**src/rtl/sport4_pkg.sv**
```systemverilog
package sport4_pkg;

    typedef enum logic [1:0] {
        M_SYNC    = 2'd0,
        M_ASYNC   = 2'd1,
        M_BUS_CLK = 2'd2,
        M_BUS_DET = 2'd3
    } mode_e;

    typedef enum logic [2:0] {
        S_IDLE,
        S_MTX,
        S_ATX,
        S_ARX,
        S_SLV
    } st_e;

endpackage

```
**src/rtl/sport4_tick.sv**
```systemverilog
module sport4_tick #(
    parameter int CNT_W = 10
) (
    input  logic             clk,
    input  logic             rst_n,
    input  logic             run,
    input  logic [CNT_W-1:0] limit,
    output logic             tick
);
    logic [CNT_W-1:0] cnt_d, cnt_q;

    assign tick = run && (cnt_q == limit);

    always_comb begin
        if (!run || tick) cnt_d = '0;
        else              cnt_d = cnt_q + 1'b1;
    end

    always_ff @(posedge clk or negedge rst_n) begin
        if (!rst_n) cnt_q <= '0;
        else        cnt_q <= cnt_d;
    end
endmodule

```
**src/rtl/sport4_edges.sv**
```systemverilog
module sport4_edges (
    input  logic clk,
    input  logic rst_n,
    input  logic sck_i,
    input  logic sdi_i,
    output logic sck_rise,
    output logic sck_hi,
    output logic sdi_fall,
    output logic sdi_rise
);
    logic sck_q, sdi_q;

    always_ff @(posedge clk or negedge rst_n) begin
        if (!rst_n) begin
            sck_q <= 1'b1;
            sdi_q <= 1'b1;
        end else begin
            sck_q <= sck_i;
            sdi_q <= sdi_i;
        end
    end

    assign sck_rise = ~sck_q & sck_i;
    assign sck_hi   = sck_q & sck_i;
    assign sdi_fall = sdi_q & ~sdi_i;
    assign sdi_rise = ~sdi_q & sdi_i;
endmodule

```
**src/rtl/sport4_engine.sv**
```systemverilog
module sport4_engine
    import sport4_pkg::*;
#(
    parameter int DATA_W = 8,
    parameter int DIV_W  = 8
) (
    input  logic              clk,
    input  logic              rst_n,
    input  logic [1:0]        mode_i,
    input  logic [DIV_W-1:0]  div_i,
    input  logic [DATA_W-1:0] tx_data_i,
    input  logic              start_i,
    input  logic              sck_i,
    input  logic              sdi_i,
    output logic              sck_o,
    output logic              sck_oe_o,
    output logic              sdo_o,
    output logic              sdo_oe_o,
    output logic [DATA_W-1:0] rx_data_o,
    output logic              done_o,
    output logic              frame_err_o
);
    localparam int FRM_W = DATA_W + 2;
    localparam int K_W   = $clog2(2 * FRM_W + 1);
    localparam int N_W   = $clog2(DATA_W + 1);
    localparam int CNT_W = DIV_W + 2;

    localparam logic [K_W-1:0] K_ONE       = K_W'(1);
    localparam logic [K_W-1:0] K_SYNC_END  = K_W'(2 * DATA_W);
    localparam logic [K_W-1:0] K_BUS_END   = K_W'(2 * (DATA_W + 1));
    localparam logic [K_W-1:0] K_ATX_END   = K_W'(2 * FRM_W);
    localparam logic [K_W-1:0] K_ARX_STOP  = K_W'(2 * FRM_W - 1);
    localparam logic [N_W-1:0] N_FULL      = N_W'(DATA_W);

    typedef struct packed {
        st_e               st;
        mode_e             mode;
        logic [K_W-1:0]    k;
        logic [FRM_W-1:0]  txsh;
        logic [DATA_W-1:0] rxsh;
        logic [N_W-1:0]    nb;
        logic              sck;
        logic              sck_oe;
        logic              sdo;
        logic              sdo_oe;
        logic              done;
        logic [DATA_W-1:0] rx;
        logic              ferr;
    } regs_t;

    localparam regs_t RST = '{
        st: S_IDLE, mode: M_SYNC, k: '0, txsh: '1, rxsh: '0, nb: '0,
        sck: 1'b1, sck_oe: 1'b0, sdo: 1'b1, sdo_oe: 1'b0, done: 1'b0,
        rx: '0, ferr: 1'b0
    };

    regs_t r_d, r_q;

    logic             tick, run;
    logic [CNT_W-1:0] limit;
    logic             sck_rise, sck_hi, sdi_fall, sdi_rise;
    logic             start_cond, stop_cond;
    logic [K_W-1:0]   k_nx, mtx_end;
    logic [FRM_W-1:0] tx_nx, load_sync, load_frm;
    logic [DATA_W-1:0] rx_nx;
    mode_e            mode_in;

    assign mode_in = mode_e'(mode_i);
    assign run     = (r_q.st == S_MTX) || (r_q.st == S_ATX) || (r_q.st == S_ARX);
    assign limit   = (r_q.mode == M_ASYNC) ? {div_i, 2'b11} : {2'b00, div_i};

    sport4_tick #(.CNT_W(CNT_W)) u_tick (
        .clk   (clk),
        .rst_n (rst_n),
        .run   (run),
        .limit (limit),
        .tick  (tick)
    );

    sport4_edges u_edges (
        .clk      (clk),
        .rst_n    (rst_n),
        .sck_i    (sck_i),
        .sdi_i    (sdi_i),
        .sck_rise (sck_rise),
        .sck_hi   (sck_hi),
        .sdi_fall (sdi_fall),
        .sdi_rise (sdi_rise)
    );

    assign start_cond = sck_hi & sdi_fall;
    assign stop_cond  = sck_hi & sdi_rise;

    assign k_nx      = r_q.k + 1'b1;
    assign tx_nx     = {1'b1, r_q.txsh[FRM_W-1:1]};
    assign rx_nx     = {sdi_i, r_q.rxsh[DATA_W-1:1]};
    assign mtx_end   = (r_q.mode == M_SYNC) ? K_SYNC_END : K_BUS_END;
    assign load_sync = {2'b11, tx_data_i};
    assign load_frm  = {1'b1, tx_data_i, 1'b0};

    always_comb begin
        r_d      = r_q;
        r_d.done = 1'b0;
        unique case (r_q.st)
            S_IDLE: begin
                r_d.k = '0;
                if (mode_in == M_ASYNC && sdi_fall) begin
                    r_d.st   = S_ARX;
                    r_d.mode = M_ASYNC;
                end else if (start_i && mode_in != M_BUS_DET) begin
                    r_d.mode   = mode_in;
                    r_d.sdo_oe = 1'b1;
                    if (mode_in == M_ASYNC) begin
                        r_d.st   = S_ATX;
                        r_d.txsh = load_frm;
                        r_d.sdo  = 1'b0;
                    end else begin
                        r_d.st     = S_MTX;
                        r_d.sck_oe = 1'b1;
                        r_d.txsh   = (mode_in == M_SYNC) ? load_sync : load_frm;
                        r_d.sdo    = (mode_in == M_SYNC) ? tx_data_i[0] : 1'b0;
                    end
                end else if (mode_in == M_BUS_DET && start_cond) begin
                    r_d.st   = S_SLV;
                    r_d.mode = M_BUS_DET;
                    r_d.nb   = '0;
                end
            end
            S_MTX: begin
                if (tick) begin
                    r_d.k = k_nx;
                    if (k_nx[0]) begin
                        r_d.sck = 1'b0;
                        if (k_nx != K_ONE) begin
                            r_d.txsh = tx_nx;
                            r_d.sdo  = tx_nx[0];
                        end
                    end else begin
                        r_d.sck  = 1'b1;
                        r_d.rxsh = rx_nx;
                        if (k_nx == mtx_end) begin
                            r_d.st     = S_IDLE;
                            r_d.done   = 1'b1;
                            r_d.rx     = rx_nx;
                            r_d.sck_oe = 1'b0;
                            r_d.sdo_oe = 1'b0;
                            r_d.sdo    = 1'b1;
                        end
                    end
                end
            end
            S_ATX: begin
                if (tick) begin
                    r_d.k = k_nx;
                    if (k_nx == K_ATX_END) begin
                        r_d.st     = S_IDLE;
                        r_d.done   = 1'b1;
                        r_d.sdo_oe = 1'b0;
                        r_d.sdo    = 1'b1;
                    end else if (!k_nx[0]) begin
                        r_d.txsh = tx_nx;
                        r_d.sdo  = tx_nx[0];
                    end
                end
            end
            S_ARX: begin
                if (tick) begin
                    r_d.k = k_nx;
                    if (k_nx == K_ONE) begin
                        if (sdi_i) r_d.st = S_IDLE;
                    end else if (k_nx == K_ARX_STOP) begin
                        r_d.st   = S_IDLE;
                        r_d.done = 1'b1;
                        r_d.rx   = r_q.rxsh;
                        r_d.ferr = ~sdi_i;
                    end else if (k_nx[0]) begin
                        r_d.rxsh = rx_nx;
                    end
                end
            end
            S_SLV: begin
                if (start_cond) begin
                    r_d.nb = '0;
                end else if (stop_cond) begin
                    r_d.st = S_IDLE;
                    if (r_q.nb == N_FULL) begin
                        r_d.done = 1'b1;
                        r_d.rx   = r_q.rxsh;
                    end
                end else if (sck_rise && r_q.nb != N_FULL) begin
                    r_d.rxsh = rx_nx;
                    r_d.nb   = r_q.nb + 1'b1;
                end
            end
            default: r_d = RST;
        endcase
    end

    always_ff @(posedge clk or negedge rst_n) begin
        if (!rst_n) r_q <= RST;
        else        r_q <= r_d;
    end

    assign sck_o       = r_q.sck;
    assign sck_oe_o    = r_q.sck_oe;
    assign sdo_o       = r_q.sdo;
    assign sdo_oe_o    = r_q.sdo_oe;
    assign rx_data_o   = r_q.rx;
    assign done_o      = r_q.done;
    assign frame_err_o = r_q.ferr;
endmodule

```
**config.mk**
```make
export PLATFORM = sky130hd
export DESIGN_NAME = sport4_engine
export DESIGN_NICKNAME = d
export VERILOG_FILES = /design/src/rtl/sport4_pkg.sv /design/src/rtl/sport4_tick.sv /design/src/rtl/sport4_edges.sv /design/src/rtl/sport4_engine.sv
export SDC_FILE = /design/constraint.sdc
export NUM_CORES = 1
export LEC_CHECK = 0
export ABC_CLOCK_PERIOD_IN_PS = 3200
export CAP_MARGIN = 20
export CORE_ASPECT_RATIO = 2
export CORE_MARGIN = 4
export CORE_UTILIZATION = 64
export DETAILED_ROUTE_END_ITERATION = 16
export DONT_BUFFER_PORTS = 1
export HOLD_SLACK_MARGIN = 0.03
export PLACE_DENSITY = 0.87
export SKIP_CTS_REPAIR_TIMING = 1
export SYNTH_ARGS = -nofsm -noshare
export SYNTH_HDL_FRONTEND = slang
export SYNTH_SLANG_ARGS = --single-unit
```
**constraint.sdc**
```tcl
create_clock -name clk -period 3.2 [get_ports clk]
set_input_delay 0.64 -clock clk [delete_from_list [all_inputs] [get_ports clk]]
set_output_delay 0.64 -clock clk [all_outputs]
set_load 0.005 [all_outputs]
```
* After elaboration in Yosys (flattened, before gate mapping)
Cells that the tools add are included.
** Storage, ports and cells
- Flip-flop bits (word level) :: 58
- Latch bits :: 0
- RAM bits :: 0
- ROM bits :: 0
- Input bits :: 23
- Output and inout bits :: 14
- Word-level logic and storage cells :: 190
- Memories kept :: 0
** Cells by class
- Add/subtract/negate cells :: 3
- Multipliers :: 0
- Divide/modulo/power cells :: 0
- Magnitude comparators :: 0
- Eq/ne operators :: 48
- Shifts and indexed selects :: 0
- Multiplexer cells :: 75
- Bitwise operators :: 17
- Reduce and logical (&&, ||, !) cells :: 31
** Operator list (count)
- $mux W10 :: 12
- $pmux W8 S4 :: 2
- $mux W8 :: 6
- $mux W9 :: 5
- $mux W3 :: 14
- $pmux W10 S4 :: 1
- $mux W12 :: 3
- $ne A2 B2 Y1 const B :: 18
- $mux W23 :: 1
- $mux W5 :: 4
- $pmux W5 S4 :: 1
- $reduce_and A10 Y1 :: 2
- $mux W4 :: 4
- $reduce_and A8 Y1 :: 2
- $mux W15 :: 1
- $pmux W3 S5 :: 1
- $ne A2 B1 Y1 const B :: 7
- $mux W13 :: 1
- $pmux W4 S3 :: 1
- $reduce_or A4 Y1 :: 3
- $not A1 Y1 :: 11
- $reduce_and A11 Y1 :: 1
- $add A10 B1 Y10 const B :: 1
- $eq A10 B10 Y1 :: 1
- other kinds (36) :: 71

* Longest topological paths before layout
- Depth after elaboration :: 8
- Mapped depth :: 10
- Mapped depth without buffers :: 9

* By module
From an unflattened synthesis, not the netlist that was laid out.
** Unflattened totals
- Cell total of the unflattened synthesis :: 395
- Area total of the unflattened synthesis :: 3537.1 µm²
** Modules (own cells, without submodules)
- sport4_engine :: times used 1, cells each 334, area each 2891.5 µm²
- sport4_tick :: times used 1, cells each 55, area each 563.0 µm²
- sport4_edges :: times used 1, cells each 6, area each 82.6 µm²

* Worst setup path after synthesis
OpenSTA, ideal clock, no wires.
- Kind :: register to register
- From :: register r_q[36] in the netlist's numbering
- To :: register r_q[45] in the netlist's numbering
- Setup time :: 78 ps
- Arrival :: 2244 ps
- Slack :: 878 ps
- Cell stages (with the launch flop) :: 9
- Path buffers :: 1
- Clock period less this slack :: 2322 ps
- Cells stage by stage :: dfrtp_1 -> buf_2 -> inv_1 -> ha_1 -> xor2_1 -> a311oi_1 -> a211o_1 -> or4_1 -> a21oi_1
** Between the ends
- Longest elaborated chain between the ends :: 5
- Elaborated cells on any way between the ends :: 14
- Classes of those cells :: 1 x add/sub; 9 x eq/ne; 3 x mux; 1 x reduce/logical
** Ends and longest elaborated chain
- from (decl) :: RTL line sport4_engine.sv:57 : regs_t r_d, r_q;
- from (signal assigned) :: RTL line sport4_engine.sv:201 : else r_q <= r_d;
- $add A5 B1 Y5 (*) :: RTL line sport4_engine.sv:94 : assign k_nx = r_q.k + 1'b1;
- $eq A5 B1 Y1 :: RTL line sport4_engine.sv:169 : if (k_nx == K_ONE) begin
- $mux W3 :: RTL line sport4_engine.sv:169
- $mux W3 :: RTL line sport4_engine.sv:167 : if (tick) begin
- $pmux W3 S5 :: RTL line sport4_engine.sv:104 : unique case (r_q.st)
Every way passes the cells marked *; elsewhere a longest branch is shown, timed or not. The select of a mux whose other input is x is not followed.
A chain may end at the register's enable or synchronous reset.

* Worst setup path after layout
- From :: register r_q[42] in the netlist's numbering
- To :: register r_q[25] in the netlist's numbering
** Between the ends
- Longest elaborated chain between the ends :: 6
- Elaborated cells on any way between the ends :: 7
- Classes of those cells :: 4 x eq/ne; 1 x mux; 2 x reduce/logical
** Ends and longest elaborated chain
- $eq A2 B1 Y1 (*) :: RTL line sport4_engine.sv:70 : assign limit = (r_q.mode == M_ASYNC) ? {div_i, 2'b11} : {2'b00, div_i};
- $mux W10 (*) :: RTL line sport4_engine.sv:70
- $eq A10 B10 Y1 (*) :: RTL line sport4_tick.sv:12 : assign tick = run && (cnt_q == limit);
- $logic_and A1 B1 Y1 (*) :: RTL line sport4_tick.sv:12
- $ne A2 B1 Y1 (no source line)
- $reduce_and A10 Y1 (no source line) (*)
Every way passes the cells marked *; elsewhere a longest branch is shown, timed or not.

==> results.toml <==
[drt]
routed_wl_mm = 9.24
ant_nets = 0
via_count = 3304
drc = 0
viasPerCell = 6.90
drt-initial-drc-count = 200
drt-pass1-iter-count = 5
routedWlPerCell_um = 19.3

[outcome]
status = "completed"

[logic_synthesis]
yosys_warnings = 0
yosys_most_used_dff = "dfrtp_1"
yosysSeqAreaShare = 0.375
synth_cells = 429
ys_ff_latch = 56
synth_cell_type_count = 69
avgSynthCellArea_um2 = 8.79
syn_area_um2 = 3770
synth_edf_count = 0
async_reset_ff_frac = 1.00
syn_nets = 459

[finish]
fin_nets = 447
final_layout_size_suffix_gt1_frac = 0.124
num-fill-cells = 442
diodes = 0
multiInputGateArea_um2 = 2150
final_util = 0.694
area.sequential_um2 = 1420
area_delta_synth_final_pct = 5.07
postLayoutCellArea_um2 = 3960

[worst_setup_path]
path_buf_inv = 1
critPathMaxFanout = 24
crit_end = "r_q[25]$_DFFE_PN0P_"
rr_worst_depth = 8
endpoint_kind = "flip-flop"
worstPathCellList = "and2b_4, a211oi_1, a21oi_1, nor4_4, buf_4, a21oi_2, o21ai_0, o31ai_1"
cpMaxStageDelayCell = "a21oi_2"
slowest_delay_ps = 710
arrival_ps = 2830
regToRegSetupSlack_ps = 570
reg2reg_to = "r_q[25]$_DFFE_PN0P_"
cp_num_cells = 8
path_delay_family = "compound AO/OA/AOI/OAI gates"
reg2reg_from = "r_q[42]$_DFFE_PN0P_"
crit_start = "r_q[42]$_DFFE_PN0P_"
critPathKind = "flip-flop to flip-flop"
start_kind = "flip-flop"
cp.required_ps = 3410

[worst_hold_path]
hold_path.class = "input port to async pin"

[clocking]
clock_sinks = 56
numCtsBuffers = 5
insertion_delay_ps = 300
root_buffer = "clkbuf_16"
cts_buffer_depth = 2
cts.htree.levels = 2
clk_pin_slew_worst_paths_ps = 70
cts_tree = "yes"

[place]
placed_area_um2 = 3760
dp_hpwl_mm = 6.64
place_congestion = 0.997
io_buffers = 0

[sta]
max_slew_margin = 0.303
clock_skew_ps = 3.80
worst_pin_slew_ps = 1040
setup-tns-final_ps = 0
finalHoldViolCount = 0
drv_slew = 0
fin_hold_ws_ps = 175
setup_viol = 0
timing.fmax_mhz = 381
rsz0062_at_grt = "false"
post-route-period-util = 0.821
period_needed_ps = 2630

[die]
initial_core_util = 0.661
pin_count = 37
rows = 39
die_w_um = 62.3
core-area_um2 = 5710
die_area_um2 = 7260
die_h_um = 117

[pwr]
p_leak_uw = 0.00161
worst_ir_drop_vdd_uv = 669
power_density_nw_per_um2 = 720

[job]
cap_violations = 0

[grt]
grt_pass1_wl_mm = 15.3
grt_pass1_vias = 3258
overflow = 0
grt_max_degree = 57
grt_util_all_layers = 0.259
antenna_found_initial = 0
metrics by stage:
step                std cells  power [uW]  setup slack (ps)
finish                    479        2860               572
global route              479        3040               303
CTS                       478        2830               626
detailed placement        470        2180               602
global placement          470        2140               684
floorplan                 429        1900               878
cell usage in the layout, fill, tap and decap left out, types with 7 or more instances in the layout:
cell type,instances
mux2_1,9
dfrtp_1,44
nor2_1,33
o21ai_0,47
o31ai_1,9
nand2_1,33
a32oi_1,9
ha_1,7
xor2_1,14
nand3_1,31
nor3_1,12
o21ai_1,14
xnor2_1,8
a21oi_1,17
a211oi_1,11
dfstp_2,12
buf_4,11
inv_1,10
power breakdown:
part / internal (uW) / switching [uW] / total, uW / leakage (uW)
logic: 437 / 738 / 1170 / 0.000813
registers: 889 / 151 / 1040 / 0.000721
clock network: 373 / 268 / 641 / 0.0000804
worst min path at each step:
| stage | start | to | slack, ps | depth (start not counted) |
|---|---|---|---|---|
| finish | rst_n | u_tick.cnt_q[7]$_DFF_PN0_ | 180 | 1 |
| global placement | rst_n | u_tick.cnt_q[9]$_DFF_PN0_ | 350 | 0 |
| global route | rst_n | sck_o$_DFFE_PN1P_ | 160 | 0 |
| CTS | rst_n | u_tick.cnt_q[9]$_DFF_PN0_ | 30 | 0 |
| floorplan | rst_n | done_o$_DFF_PN0_ | 340 | 0 |
| detailed placement | rst_n | u_tick.cnt_q[9]$_DFF_PN0_ | 350 | 0 |
flip-flops by register name (all words and copies together), names as in the netlist:
register	cells
u_edges.sck_q	1
sck_o	1
frame_err_o	1
r_q	30
u_tick.cnt_q	10
done_o	1
sck_oe_o	1
sdo_oe_o	1
u_edges.sdi_q	1
rx_data_o	8
sdo_o	1
per-layer routing:
layer	global-route usage	up-vias	wire, um
li1	-	1544	-
met1	0.268	1595	3320
met5	0	-	0
met4	0.120	0	327
met3	0.0529	27	501
met2	0.490	138	5080
cells in the mapped netlist, types with 10 or more instances:
| library cell | count | area [um^2] |
|---|---|---|
| a211oi_1 | 11 | 82.6 |
| a21oi_1 | 17 | 85.1 |
| clkbuf_1 | 15 | 56.3 |
| dfrtp_1 | 44 | 1100 |
| dfstp_2 | 12 | 315 |
| inv_1 | 10 | 37.5 |
| nand2_1 | 33 | 124 |
| nand3_1 | 31 | 155 |
| nor2_1 | 33 | 124 |
| nor3_1 | 12 | 60.1 |
| o21ai_0 | 47 | 235 |
| o21ai_1 | 14 | 70.1 |
| xor2_1 | 14 | 123 |
final cells by class:
cell class,instances,area share
clock inverters,3,0.0117
well taps,61,0.0193
multi-input cells,331,0.542
repair buffers,12,0.0278
clock buffers,5,0.0316
inverters,11,0.0104
flip-flops and latches,56,0.357
cells by family after synthesis:
logic type / after synthesis / synth area share
DFF: 56 / 0.375
muxes: 10 / 0.0295
AOI/OAI and AO/OA: 141 / 0.254
xor gates and xnor gates: 22 / 0.0511
adders and majority gates: 7 / 0.0232
and+or+nand+nor: 151 / 0.212
buffers and inverters: 42 / 0.0551
(Power assumes the default switching activity.)
